===== config.mk =====
export PLATFORM = sky130hd
export DESIGN_NAME = alarm_match_unit
export DESIGN_NICKNAME = d
export VERILOG_FILES = /design/src/rtl/alarm_pkg.sv /design/src/rtl/alarm_field_match.sv /design/src/rtl/alarm_flag_reg.sv /design/src/rtl/alarm_match_unit.sv
export SDC_FILE = /design/constraint.sdc
export NUM_CORES = 1
export LEC_CHECK = 0
export BUFFER_PORTS_ARGS = -buffer_cell sky130_fd_sc_hd__buf_4
export CORE_MARGIN = 1
export CORE_UTILIZATION = 24
export CTS_CLUSTER_SIZE = 20
export DETAILED_ROUTE_END_ITERATION = 6
export GPL_TIMING_DRIVEN = 0
export PLACE_DENSITY = 0.83
export SLEW_MARGIN = 20
export SYNTH_ARGS = -nofsm -noshare
export SYNTH_HDL_FRONTEND = slang
export SYNTH_SLANG_ARGS = --single-unit
export TNS_END_PERCENT = 1

===== constraint.sdc =====
create_clock -name clk -period 0.8 [get_ports clk]
set_input_delay 0.16 -clock clk [delete_from_list [all_inputs] [get_ports clk]]
set_output_delay 0.16 -clock clk [all_outputs]
set_load 0.005 [all_outputs]

===== src/rtl/alarm_pkg.sv =====
package alarm_pkg;
  localparam int BYTE_W = 8;
  localparam int NFIELD = 3;

  // both top bits set marks a byte as excluded from the compare
  function automatic logic is_wild(input logic [BYTE_W-1:0] a);
    return &a[BYTE_W-1:BYTE_W-2];
  endfunction

  function automatic logic field_ok(input logic [BYTE_W-1:0] a,
                                    input logic [BYTE_W-1:0] t);
    return is_wild(a) || (a == t);
  endfunction
endpackage


===== src/rtl/alarm_field_match.sv =====
module alarm_field_match
  import alarm_pkg::*;
#(
  parameter int W = BYTE_W,
  parameter int N = NFIELD
) (
  input  logic [N*W-1:0] alm_vec,
  input  logic [N*W-1:0] cur_vec,
  output logic [N-1:0]   wild_vec,
  output logic [N-1:0]   ok_vec,
  output logic           all_ok
);
  for (genvar i = 0; i < N; i++) begin : g_fld
    assign wild_vec[i] = is_wild(alm_vec[i*W +: W]);
    assign ok_vec[i]   = field_ok(alm_vec[i*W +: W], cur_vec[i*W +: W]);

    always_comb wild_ok_chk: assert (!wild_vec[i] || ok_vec[i]);
  end
  assign all_ok = &ok_vec;
endmodule


===== src/rtl/alarm_flag_reg.sv =====
module alarm_flag_reg (
  input  logic clk,
  input  logic rst_n,
  input  logic set_evt,
  input  logic clr_evt,
  output logic flag
);
  always_ff @(posedge clk or negedge rst_n) begin
    if (!rst_n)       flag <= 1'b0;
    else if (set_evt) flag <= 1'b1;   // set wins over clear
    else if (clr_evt) flag <= 1'b0;
  end


  flag_set_chk: assert property (@(posedge clk) disable iff (!rst_n)
    set_evt |=> flag);

  flag_hold_chk: assert property (@(posedge clk) disable iff (!rst_n)
    flag && !clr_evt |=> flag);

  flag_clear_chk: assert property (@(posedge clk) disable iff (!rst_n)
    clr_evt && !set_evt |=> !flag);

  no_spurious_set_chk: assert property (@(posedge clk) disable iff (!rst_n)
    !flag && !set_evt |=> !flag);
endmodule


===== src/rtl/alarm_match_unit.sv =====
module alarm_match_unit
  import alarm_pkg::*;
(
  input  logic              clk,
  input  logic              rst_n,
  input  logic              upd_stb,
  input  logic [BYTE_W-1:0] cur_hr,
  input  logic [BYTE_W-1:0] cur_min,
  input  logic [BYTE_W-1:0] cur_sec,
  input  logic [BYTE_W-1:0] alm_hr,
  input  logic [BYTE_W-1:0] alm_min,
  input  logic [BYTE_W-1:0] alm_sec,
  input  logic              alm_ie,
  input  logic              flag_clr,
  output logic              alm_flag,
  output logic              alm_irq
);
  localparam int VW = NFIELD * BYTE_W;

  logic [VW-1:0]     alm_vec, cur_vec;
  logic [NFIELD-1:0] wild_vec, ok_vec;
  logic              all_ok;
  logic              hit_evt;

  // field order: 0 = seconds, 1 = minutes, 2 = hours
  assign alm_vec = {alm_hr, alm_min, alm_sec};
  assign cur_vec = {cur_hr, cur_min, cur_sec};

  alarm_field_match #(.W(BYTE_W), .N(NFIELD)) u_match (
    .alm_vec (alm_vec),
    .cur_vec (cur_vec),
    .wild_vec(wild_vec),
    .ok_vec  (ok_vec),
    .all_ok  (all_ok)
  );

  assign hit_evt = upd_stb && all_ok;

  alarm_flag_reg u_flag (
    .clk    (clk),
    .rst_n  (rst_n),
    .set_evt(hit_evt),
    .clr_evt(flag_clr),
    .flag   (alm_flag)
  );

  assign alm_irq = alm_flag && alm_ie;


  all_wild_fire_chk: assert property (@(posedge clk) disable iff (!rst_n)
    upd_stb && (&wild_vec) |=> alm_flag);

  clr_collide_chk: assert property (@(posedge clk) disable iff (!rst_n)
    hit_evt && flag_clr |=> alm_flag);

  irq_gate_chk: assert property (@(posedge clk) disable iff (!rst_n)
    alm_irq |-> alm_ie && alm_flag);

  strobe_only_chk: assert property (@(posedge clk) disable iff (!rst_n)
    $rose(alm_flag) |-> $past(upd_stb));
endmodule


==> impl_metrics.env <==
export IMPL_crit_type="input port to flip-flop"
export IMPL_power_share_switching=0.264
export IMPL_antenna_found_initial=0
export IMPL_clock_fmax_mhz=806
export IMPL_grt_max_degree=4
export IMPL_finalSetupViolCount=2
export IMPL_hpwlAfterDp_microns=944
export IMPL_worst_slew_pin_slew_ps=269
export IMPL_die_height_microns=39.0
export IMPL_io_buffers=54
export IMPL_die_w_microns=39.0
export IMPL_regArea_sq_um=25.0
export IMPL_clk_latency_ps=0
export IMPL_synth_area_sq_um=328
export IMPL_slew_headroom=0.819
export IMPL_worstSetupEndpointType="flip-flop"
export IMPL_reg_top3="u_flag.flag x1"
export IMPL_diodes=0
export IMPL_p_sw_w=0.000107
export IMPL_fin_cells=108
export IMPL_num_vias=488
export IMPL_grt_pass1_vias=464
export IMPL_fp_dieArea_sq_mm=0.00152
export IMPL_rsz0062_at_grt="true"
export IMPL_cp_arrival_ps=1130
export IMPL_grt_pass1_wl_microns=1540
export IMPL_path_cells="buf_6, xor2_1, nor4_1, a22oi_1, o41ai_2"
export IMPL_worstPathRequired_ps=690
export IMPL_dp_cells=106
export IMPL_start_util=0.276
export IMPL_hold_viol=0
export IMPL_worst_clock_skew_ps=0
export IMPL_crit_fanout=1
export IMPL_cp_start_kind="input port"
export IMPL_final_core_util=0.691
export IMPL_ys_seq_area_frac=0.0763
export IMPL_drv_cap=0
export IMPL_finalMaxSlewViolations=0
export IMPL_period_share=1.55
export IMPL_hold_class="input port to flip-flop"
export IMPL_multiInputGateArea_sq_um=313
export IMPL_nets=149
export IMPL_grtUsageTotal=0.138
export IMPL_ir_worst_vdd_mv=0.281
export IMPL_violations="negative setup slack"
export IMPL_wl_per_cell_microns=9.64
export IMPL_vias_per_cell=4.52
export IMPL_ys_ff_latch=1
export IMPL_worst_slack_ps=-441
export IMPL_postRouteWirelength_microns=1040
export IMPL_p_int_w=0.000299
export IMPL_ant_nets=0
export IMPL_gp_congestion=0.589
export IMPL_crit_path_max_incr_delay_ps=310
export IMPL_ys_types=8
export IMPL_coreArea_sq_mm=0.00119
export IMPL_pwr_share_comb=0.870
export IMPL_syn_to_final_growth_pct=150
export IMPL_pwr_share_seq=0.130
export IMPL_min_period_ps=1240
export IMPL_grt_overflow=0
export IMPL_fillerInstances=108
export IMPL_clk_pin_slew_ps=0
export IMPL_drtIter0Drc=2
export IMPL_syn_inst=38
export IMPL_pwr_share_clk=0
export IMPL_fp_row_count=12
export IMPL_yosysWarnings=0
export IMPL_ios=55
export IMPL_power_density_mw_per_mm2=496
export IMPL_leakagePower_nw=0.425
export IMPL_slowest_stage="o41ai_2"
export IMPL_avgSynthCellArea_sq_um=8.63
export IMPL_drc_errors=0
export IMPL_status="finished, violations left"
export IMPL_drtPass1Iterations=4
export IMPL_largest_reg_flops=1
export IMPL_syn_num_nets=91
export IMPL_drive_above_1_share=0.617
export IMPL_regMostFlops="u_flag.flag"
[per-stage QoR]
stage | hold slack (ps) | area [sq um] | total power [W] | setup slack [ps] | setup TNS [ps]
final | 439 | 820 | 0.000406 | -441 | -445
after detailed placement | -61.9 | 751 | 0.000377 | -493 | -528
after global routing | 451 | 820 | 0.000436 | -506 | -541
after floorplan | -136 | 328 | 0.000149 | -248 | -248
after CTS | 445 | 772 | 0.000387 | -483 | -496
after global placement | -63.6 | 751 | 0.000370 | -464 | -473
[logic make-up after synthesis]
logic type                share of synthesized area
AOI/OAI and AO/OA                             0.118
xor gates and xnor gates                      0.641
and+or+nand+nor                               0.153
buffers and inverters                        0.0114
DFF                                          0.0763
[critical path, delay by kind of cell]
kind | cells | cell delay (ps)
compound gates | 2 | 440
simple gates | 1 | 300
xor+xnor | 1 | 140
buf+inv | 1 | 90
[layout make-up]
cell class,instances,area share
flip-flops and latches,1,0.0305
repair buffers,56,0.562
well taps,14,0.0214
multi-input cells,36,0.382
inverters,1,0.00458
[Yosys cell counts]
cell	number	share of area
o41ai_2	1	0.050
nand2b_1	1	0.019
nor4_1	6	0.11
dfrtp_1	1	0.076
xor2_1	24	0.64
and2_1	1	0.019
a22oi_1	3	0.069
inv_1	1	0.011
[metal layers]
| metal | routed length, microns | track usage | up-vias |
|---|---|---|---|
| li1 | - | - | 246 |
| met1 | 312 | 0.122 | 202 |
| met2 | 547 | 0.304 | 40 |
| met3 | 182 | 0.0405 | 0 |
| met4 | 0 | 0 | 0 |
| met5 | 0 | 0 | - |
[timing repair]
action,4_1_cts,5_1_grt
buffers inserted,0,1
pin swaps,6,11
endpoints found under the hold margin,1,0
setup endpoints to repair,2,2
hold buffers,1,0
resized for setup,3,9
[layout by cell type (no fill, tap or decap), drive strengths merged]
cell / count
dfrtp: 1
o41ai: 1
nand2b: 1
inv: 1
xor2: 24
nor4: 6
dlygate4sd3: 1
and2: 1
a22oi: 3
buf: 55
[final timing paths]
kind / from / to / slack [ps] / cells past startpoint
setup / recovery: cur_min[7] / u_flag.flag$_DFFE_PN0P_ / -440 / 5
hold / removal: upd_stb / u_flag.flag$_DFFE_PN0P_ / 440 / 3
setup reg to reg: u_flag.flag$_DFFE_PN0P_ / u_flag.flag$_DFFE_PN0P_ / 150 / 2
hold reg to reg: u_flag.flag$_DFFE_PN0P_ / u_flag.flag$_DFFE_PN0P_ / 510 / 2
max in group asynchronous: rst_n / u_flag.flag$_DFFE_PN0P_ / 240 / 2
min in group asynchronous: rst_n / u_flag.flag$_DFFE_PN0P_ / 480 / 2
[power by group through the flow]
stage               Sequential (W)  Combinational (W)  Clock [W]
floorplan                0.0000527          0.0000960          0
global placement         0.0000527           0.000317          0
detailed placement       0.0000528           0.000324          0
CTS                      0.0000528           0.000334          0
global route             0.0000529           0.000383          0
finish                   0.0000527           0.000353          0
Note: power is estimated with default switching activity, not from simulation.
